==> src/rtl/ctp_pkg.sv <==
package ctp_pkg;
    localparam int unsigned ADDR_W = 3;

    localparam logic [ADDR_W-1:0] A_LOW_CTRL  = 3'd0;
    localparam logic [ADDR_W-1:0] A_LOW_SET   = 3'd1;
    localparam logic [ADDR_W-1:0] A_LOW_CNT   = 3'd2;
    localparam logic [ADDR_W-1:0] A_HIGH_CTRL = 3'd4;
    localparam logic [ADDR_W-1:0] A_HIGH_SET  = 3'd5;
    localparam logic [ADDR_W-1:0] A_HIGH_CNT  = 3'd6;
    localparam logic [ADDR_W-1:0] A_STATUS    = 3'd7;

    localparam int unsigned B_RUN  = 0;
    localparam int unsigned B_RST  = 1;
    localparam int unsigned B_IE   = 2;
    localparam int unsigned B_COMB = 3;

    typedef struct packed {
        logic comb;
        logic ie;
        logic run;
    } tmr_ctrl_t;
endpackage

==> src/rtl/ctp_down_timer.sv <==
module ctp_down_timer #(
    parameter int unsigned W = 24
) (
    input  logic         clk,
    input  logic         rst_n,
    input  logic         step_i,
    input  logic         reload_i,
    input  logic [W-1:0] setting_i,
    output logic [W-1:0] count_o,
    output logic         tc_o
);
    logic [W-1:0] cnt_d, cnt_q;
    logic         tc;

    always_comb begin
        cnt_d = cnt_q;
        tc    = 1'b0;
        if (reload_i) begin
            cnt_d = setting_i;
        end else if (step_i) begin
            if (cnt_q == '0) begin
                cnt_d = setting_i;
                tc    = 1'b1;
            end else begin
                cnt_d = cnt_q - 1'b1;
            end
        end
    end

    always_ff @(posedge clk) begin
        if (!rst_n) cnt_q <= '0;
        else        cnt_q <= cnt_d;
    end

    assign count_o = cnt_q;
    assign tc_o    = tc;
endmodule

==> src/rtl/ctp_regs.sv <==
module ctp_regs
    import ctp_pkg::*;
#(
    parameter int unsigned LOW_W  = 24,
    parameter int unsigned HIGH_W = 32,
    parameter int unsigned DATA_W = 32
) (
    input  logic              clk,
    input  logic              rst_n,
    input  logic              wr_en_i,
    input  logic              rd_en_i,
    input  logic [ADDR_W-1:0] addr_i,
    input  logic [DATA_W-1:0] wdata_i,
    input  logic [LOW_W-1:0]  low_cnt_i,
    input  logic [HIGH_W-1:0] high_cnt_i,
    input  logic              low_tc_i,
    input  logic              high_tc_i,
    output tmr_ctrl_t         low_ctrl_o,
    output tmr_ctrl_t         high_ctrl_o,
    output logic [LOW_W-1:0]  low_set_o,
    output logic [HIGH_W-1:0] high_set_o,
    output logic              low_reload_o,
    output logic              high_reload_o,
    output logic [1:0]        sts_o,
    output logic [DATA_W-1:0] rdata_o,
    output logic              irq_low_o,
    output logic              irq_high_o
);
    typedef struct packed {
        tmr_ctrl_t         lctl;
        tmr_ctrl_t         hctl;
        logic [LOW_W-1:0]  lset;
        logic [HIGH_W-1:0] hset;
        logic [1:0]        sts;
        logic [1:0]        irq;
        logic [DATA_W-1:0] rdata;
    } regs_t;

    regs_t r_d, r_q;
    logic  wr_lctl, wr_hctl, wr_sts;
    logic  low_rst, high_rst;
    logic [HIGH_W-1:0] high_view;

    assign wr_lctl  = wr_en_i && (addr_i == A_LOW_CTRL);
    assign wr_hctl  = wr_en_i && (addr_i == A_HIGH_CTRL);
    assign wr_sts   = wr_en_i && (addr_i == A_STATUS);
    assign low_rst  = wr_lctl && wdata_i[B_RST];
    assign high_rst = (wr_hctl && wdata_i[B_RST]) ||
                      (low_rst && wdata_i[B_COMB]);
    assign high_view = r_q.lctl.comb ? ~high_cnt_i : high_cnt_i;

    always_comb begin
        r_d = r_q;
        if (wr_lctl) begin
            r_d.lctl.run  = wdata_i[B_RUN];
            r_d.lctl.ie   = wdata_i[B_IE];
            r_d.lctl.comb = wdata_i[B_COMB];
        end
        if (wr_hctl) begin
            r_d.hctl.run  = wdata_i[B_RUN];
            r_d.hctl.ie   = wdata_i[B_IE];
            r_d.hctl.comb = 1'b0;
        end
        if (wr_en_i && addr_i == A_LOW_SET)  r_d.lset = wdata_i[LOW_W-1:0];
        if (wr_en_i && addr_i == A_HIGH_SET) r_d.hset = wdata_i[HIGH_W-1:0];
        r_d.sts = r_q.sts & ~(wr_sts ? wdata_i[1:0] : 2'b00);
        r_d.sts = r_d.sts | {high_tc_i, low_tc_i};
        r_d.irq = {high_tc_i & r_q.hctl.ie, low_tc_i & r_q.lctl.ie};
        if (rd_en_i) begin
            unique case (addr_i)
                A_LOW_CTRL:  r_d.rdata = DATA_W'({r_q.lctl.comb, r_q.lctl.ie, 1'b0, r_q.lctl.run});
                A_LOW_SET:   r_d.rdata = DATA_W'(r_q.lset);
                A_LOW_CNT:   r_d.rdata = DATA_W'(low_cnt_i);
                A_HIGH_CTRL: r_d.rdata = DATA_W'({r_q.hctl.ie, 1'b0, r_q.hctl.run});
                A_HIGH_SET:  r_d.rdata = DATA_W'(r_q.hset);
                A_HIGH_CNT:  r_d.rdata = DATA_W'(high_view);
                A_STATUS:    r_d.rdata = DATA_W'(r_q.sts);
                default:     r_d.rdata = '0;
            endcase
        end
    end

    always_ff @(posedge clk) begin
        if (!rst_n) r_q <= '0;
        else        r_q <= r_d;
    end

    assign low_ctrl_o    = r_q.lctl;
    assign high_ctrl_o   = r_q.hctl;
    assign low_set_o     = r_q.lset;
    assign high_set_o    = r_q.hset;
    assign low_reload_o  = low_rst;
    assign high_reload_o = high_rst;
    assign sts_o         = r_q.sts;
    assign rdata_o       = r_q.rdata;
    assign irq_low_o     = r_q.irq[0];
    assign irq_high_o    = r_q.irq[1];
endmodule

==> src/rtl/cascade_timer_pair.sv <==
module cascade_timer_pair
    import ctp_pkg::*;
#(
    parameter int unsigned LOW_W  = 24,
    parameter int unsigned HIGH_W = 32,
    parameter int unsigned DATA_W = 32
) (
    input  logic              clk,
    input  logic              rst_n,
    input  logic              tick_i,
    input  logic              wr_en_i,
    input  logic              rd_en_i,
    input  logic [ADDR_W-1:0] addr_i,
    input  logic [DATA_W-1:0] wdata_i,
    output logic [DATA_W-1:0] rdata_o,
    output logic              irq_low_o,
    output logic              irq_high_o
);
    tmr_ctrl_t         low_ctrl, high_ctrl;
    logic [LOW_W-1:0]  low_set, low_cnt;
    logic [HIGH_W-1:0] high_set, high_cnt;
    logic              low_reload, high_reload;
    logic              low_step, high_step;
    logic              low_tc, high_tc;
    logic              combine;
    logic [1:0]        sts;

    assign combine   = low_ctrl.comb;
    assign low_step  = low_ctrl.run && tick_i;
    assign high_step = combine ? low_tc : (high_ctrl.run && tick_i);

    ctp_regs #(.LOW_W(LOW_W), .HIGH_W(HIGH_W), .DATA_W(DATA_W)) u_regs (
        .clk          (clk),
        .rst_n        (rst_n),
        .wr_en_i      (wr_en_i),
        .rd_en_i      (rd_en_i),
        .addr_i       (addr_i),
        .wdata_i      (wdata_i),
        .low_cnt_i    (low_cnt),
        .high_cnt_i   (high_cnt),
        .low_tc_i     (low_tc),
        .high_tc_i    (high_tc),
        .low_ctrl_o   (low_ctrl),
        .high_ctrl_o  (high_ctrl),
        .low_set_o    (low_set),
        .high_set_o   (high_set),
        .low_reload_o (low_reload),
        .high_reload_o(high_reload),
        .sts_o        (sts),
        .rdata_o      (rdata_o),
        .irq_low_o    (irq_low_o),
        .irq_high_o   (irq_high_o)
    );

    ctp_down_timer #(.W(LOW_W)) u_low (
        .clk      (clk),
        .rst_n    (rst_n),
        .step_i   (low_step),
        .reload_i (low_reload),
        .setting_i(low_set),
        .count_o  (low_cnt),
        .tc_o     (low_tc)
    );

    ctp_down_timer #(.W(HIGH_W)) u_high (
        .clk      (clk),
        .rst_n    (rst_n),
        .step_i   (high_step),
        .reload_i (high_reload),
        .setting_i(high_set),
        .count_o  (high_cnt),
        .tc_o     (high_tc)
    );
endmodule

==> config.mk <==
export PLATFORM = sky130hd
export DESIGN_NAME = cascade_timer_pair
export DESIGN_NICKNAME = d
export VERILOG_FILES = /design/src/rtl/ctp_pkg.sv /design/src/rtl/ctp_down_timer.sv /design/src/rtl/ctp_regs.sv /design/src/rtl/cascade_timer_pair.sv
export SDC_FILE = /design/constraint.sdc
export NUM_CORES = 1
export LEC_CHECK = 0
export BUFFER_PORTS_ARGS = -buffer_cell sky130_fd_sc_hd__buf_2
export CAP_MARGIN = 20
export CORE_AREA = 3 3 155 157
export DETAILED_ROUTE_END_ITERATION = 7
export DIE_AREA = 0 0 158 160
export GPL_TIMING_DRIVEN = 0
export HOLD_SLACK_MARGIN = 0.15
export PLACE_DENSITY_LB_ADDON = 0.25
export SLEW_MARGIN = 20
export SYNTH_ARGS = -nofsm -noshare
export SYNTH_HDL_FRONTEND = slang
export SYNTH_SLANG_ARGS = --single-unit
==> constraint.sdc <==
create_clock -name clk -period 8.4 [get_ports clk]
set_input_delay 1.68 -clock clk [delete_from_list [all_inputs] [get_ports clk]]
set_output_delay 1.68 -clock clk [all_outputs]
set_load 0.02 [all_outputs]
==> qor.yml <==
clock_sink_count: 153
synth-edff-count: 0
synthesis.area_per_instance_sq_um: 7.50
clock-root-buffer: "sky130_fd_sc_hd__clkbuf_16"
yosys_most_used_dff: "sky130_fd_sc_hd__dfxtp_1"
finClkSkew_ps: 8.88
yosys_warnings: 0
layout_min_cycle_time_ps: 3900
groute.usage.overall: 0.236
worstPathMaxFanout: 10
antenna_found_initial: 0
drt-pass1-iter-count: 6
cts_made_buffers: 17
place.detailed.hpwl_microns: 21900
route.detailed.drc: 0
final.setup.tns_ps: 0
ys_async_sr_fraction: 0
clock_path_buffers: 2
drt_wl_total_microns: 30000
reg2reg_setup_slack_ps: 4920
worstRegToRegCells: 8
cts_tree: "built"
report.final.hold_viol_count: 0
layout.nets: 1191
result_of_the_run: "complete, no violations"
routed_wirelength_normalized_by_instance_count_microns: 20.8
syn_nets: 1100
postLayoutSetupSlackWorst_ps: 4500
cts-resized-gates: 0
drt_first_iter_violations: 1058
report.final.setup_viol: 0
post_cts_hold_buffer_count: 0
grt_start_max_net_pins: 17
cell_types_with_the_largest_area_share_after_synthesis: "sky130_fd_sc_hd__dfxtp_1 (39%), sky130_fd_sc_hd__a21oi_1 (12%), sky130_fd_sc_hd__nand2_1 (8.3%), sky130_fd_sc_hd__a22oi_1 (4.9%), sky130_fd_sc_hd__nor2_1 (4.2%)"
worstHoldPathCells: 2
mappedNetlistArea_sq_mm: 0.00792
postCtsSetupRepairBufs: 0
ys_ff_latch: 153
layout-area-overhead-vs-synth_pct: 16.8
io_buffers: 72
r2r_start: "u_high.count_o[24]$_SDFFE_PN0P_"
rr_endpoint: "u_high.count_o[19]$_SDFFE_PN0P_"
worst_skew_pair.late_latency_ps: 440
die_y_microns: 160
wire_length_of_the_first_global_routing_pass_microns: 46000
final_layout_size_suffix_gt1_frac: 0.113
synth_top_area_frac: 0.387
cap_violations: 0
finalWeightedCongestion: 0.958
timing.critical_path.from_type: "primary input"
fp-row-count: 55
clk_pin_slew_ps: 60
critPathKind: "primary input to flop"
ioPinCount: 74
detail_route.vias_per_cell: 5.82
worst_slew_pin_slew_ps: 1060
num_antenna_cells: 0
floorplan.core_area_sq_mm: 0.0226
floorplan.die_area_sq_mm: 0.0253
first_global_vias: 7898
h-tree-depth: 4
timing.hold.worst.start: "u_regs.low_ctrl_o[1]$_SDFFE_PN0N_"
initial_utilization: 0.350
worst_ep_required_time_ps: 8710
maxSlewHeadroom: 0.289
synth_area_leader_cell: "sky130_fd_sc_hd__dfxtp_1"
layout.cells.non_filler: 1445
period_share: 0.465
instance_count_after_placement_with_tap_cells_included: 1413
fmaxAchievable_mhz: 256
min-delay-path-class: "flop to flop"
pre_cts_ws_ps: 4180
holdPathEnd: "u_regs.irq_low_o$_SDFF_PN0_"
seq_area_frac_synth: 0.387
cp-end-kind: "flop"
grt_remaining_overflow: 0
final_antenna_net_count: 0
via_count_of_the_routed_design: 8411
rsz_0062_raised_after_global_routing: "false"
horizontal_die_dimension_microns: 158
synth.distinct_cells: 60
number_of_cells_produced_by_synthesis: 1056
worstPathArrival_ps: 4220
final-max-slew-violation-count: 0
## area by class of cell
class / instances / area, sq um
clock inverters: 11 / 144
multi-input cells: 805 / 4460
inverters: 8 / 30.0
repair buffers: 72 / 360
well taps: 285 / 357
clock buffers: 21 / 460
fillers: 2379 / 13400
plain buffers: 90 / 380
flip-flops and latches: 153 / 3060
## metrics by stage
step / instance area, sq um / utilization / hold slack, ps
after CTS: 9250 / 0.409 / 464
final: 9250 / 0.409 / 461
after floorplan: 7920 / - / 422
after global placement: 8630 / 0.381 / 454
after global routing: 9250 / 0.409 / 486
after detailed placement: 8650 / 0.382 / 455
## per-layer routing
metal  GRT usage  up-vias  wire (microns)
li1            -     3986               -
met1       0.339     3976           13600
met2       0.345      381           12900
met3      0.0518       68            2460
met4      0.0903        0            1070
met5           0        -               0
## placed cells by master (no fill, tap or decap), drive strengths merged, types with 4 or more instances in the layout
master,instances
nor3,28
a21oi,183
or4,14
a31oi,5
o21bai,4
nor2,88
a22oi,52
o221ai,5
xor2,31
clkinvlp,4
nor4,17
o21ai,43
o22ai,19
and2,8
dfxtp,153
nand3,24
buf,87
o211ai,11
o31a,6
ha,4
and3,6
o2111ai,4
inv,9
nand4,11
mux2i,10
nor3b,6
clkbuf,96
or3,9
nand2,176
## sequential cells by signal, indices dropped and copies added, names as in the netlist
register	flops
u_high.count_o	32
u_regs.high_set_o	32
u_regs.rdata_o	32
u_low.count_o	24
u_regs.low_set_o	24
u_regs.low_ctrl_o	3
u_regs.high_ctrl_o	2
u_regs.sts_o	2
u_regs.irq_high_o	1
u_regs.irq_low_o	1
## worst max-delay path by stage
stage | endpoint | from | slack (ps)
2_1_floorplan | u_low.count_o[4]$_SDFFE_PN0P_ | addr_i[2] | 4740
3_3_place_gp | u_low.count_o[13]$_SDFFE_PN0P_ | addr_i[0] | 3610
6_report | u_low.count_o[7]$_SDFFE_PN0P_ | addr_i[2] | 4500
4_1_cts | u_low.count_o[2]$_SDFFE_PN0P_ | addr_i[2] | 4630
3_5_place_dp | u_high.count_o[6]$_SDFFE_PN0P_ | addr_i[2] | 4180
5_1_grt | u_low.count_o[13]$_SDFFE_PN0P_ | addr_i[2] | 4230
## cell families (layout without fill, tap and decap cells)
family,count (synthesis),in the layout,synth area share
flip-flops,153,153,0.387
adder cells (fa/ha/maj),4,4,0.00632
AO/OA/AOI/OAI,353,353,0.268
AND/OR/NAND/NOR,405,405,0.237
multiplexers,11,11,0.0141
XOR/XNOR,32,32,0.0354
buffers and inverters,98,202,0.0518
## synth_stat cells, types with 5 or more instances
master	instances
sky130_fd_sc_hd__buf_1	6
sky130_fd_sc_hd__o31a_1	6
sky130_fd_sc_hd__dfxtp_1	153
sky130_fd_sc_hd__xor2_1	31
sky130_fd_sc_hd__nand4_1	11
sky130_fd_sc_hd__o211ai_2	6
sky130_fd_sc_hd__mux2i_1	10
sky130_fd_sc_hd__inv_1	7
sky130_fd_sc_hd__and2_1	7
sky130_fd_sc_hd__clkbuf_1	75
sky130_fd_sc_hd__nor3b_1	6
sky130_fd_sc_hd__nor4_1	17
sky130_fd_sc_hd__o221ai_1	5
sky130_fd_sc_hd__nor2_1	88
sky130_fd_sc_hd__a22oi_1	52
sky130_fd_sc_hd__or4_1	11
sky130_fd_sc_hd__o21ai_0	35
sky130_fd_sc_hd__nor3_1	28
sky130_fd_sc_hd__buf_6	5
sky130_fd_sc_hd__nand2_1	176
sky130_fd_sc_hd__o211ai_1	5
sky130_fd_sc_hd__o21ai_1	8
sky130_fd_sc_hd__and3_1	6
sky130_fd_sc_hd__a21oi_1	182
sky130_fd_sc_hd__or3_1	9
sky130_fd_sc_hd__o22ai_1	19
sky130_fd_sc_hd__nand3_1	24
sky130_fd_sc_hd__a31oi_1	5
## critical path, stage by stage
cell,delay (ps)
sky130_fd_sc_hd__buf_2,140
sky130_fd_sc_hd__nor4b_2,750
sky130_fd_sc_hd__nand2_1,280
sky130_fd_sc_hd__nand2_1,430
sky130_fd_sc_hd__clkbuf_1,500
sky130_fd_sc_hd__o21ai_0,210
sky130_fd_sc_hd__nand3_1,120
sky130_fd_sc_hd__o21ai_0,90
Power is left out: the tool's default activity adds up to more than one toggle a clock period on the data nets, which glitch-free logic cannot reach.
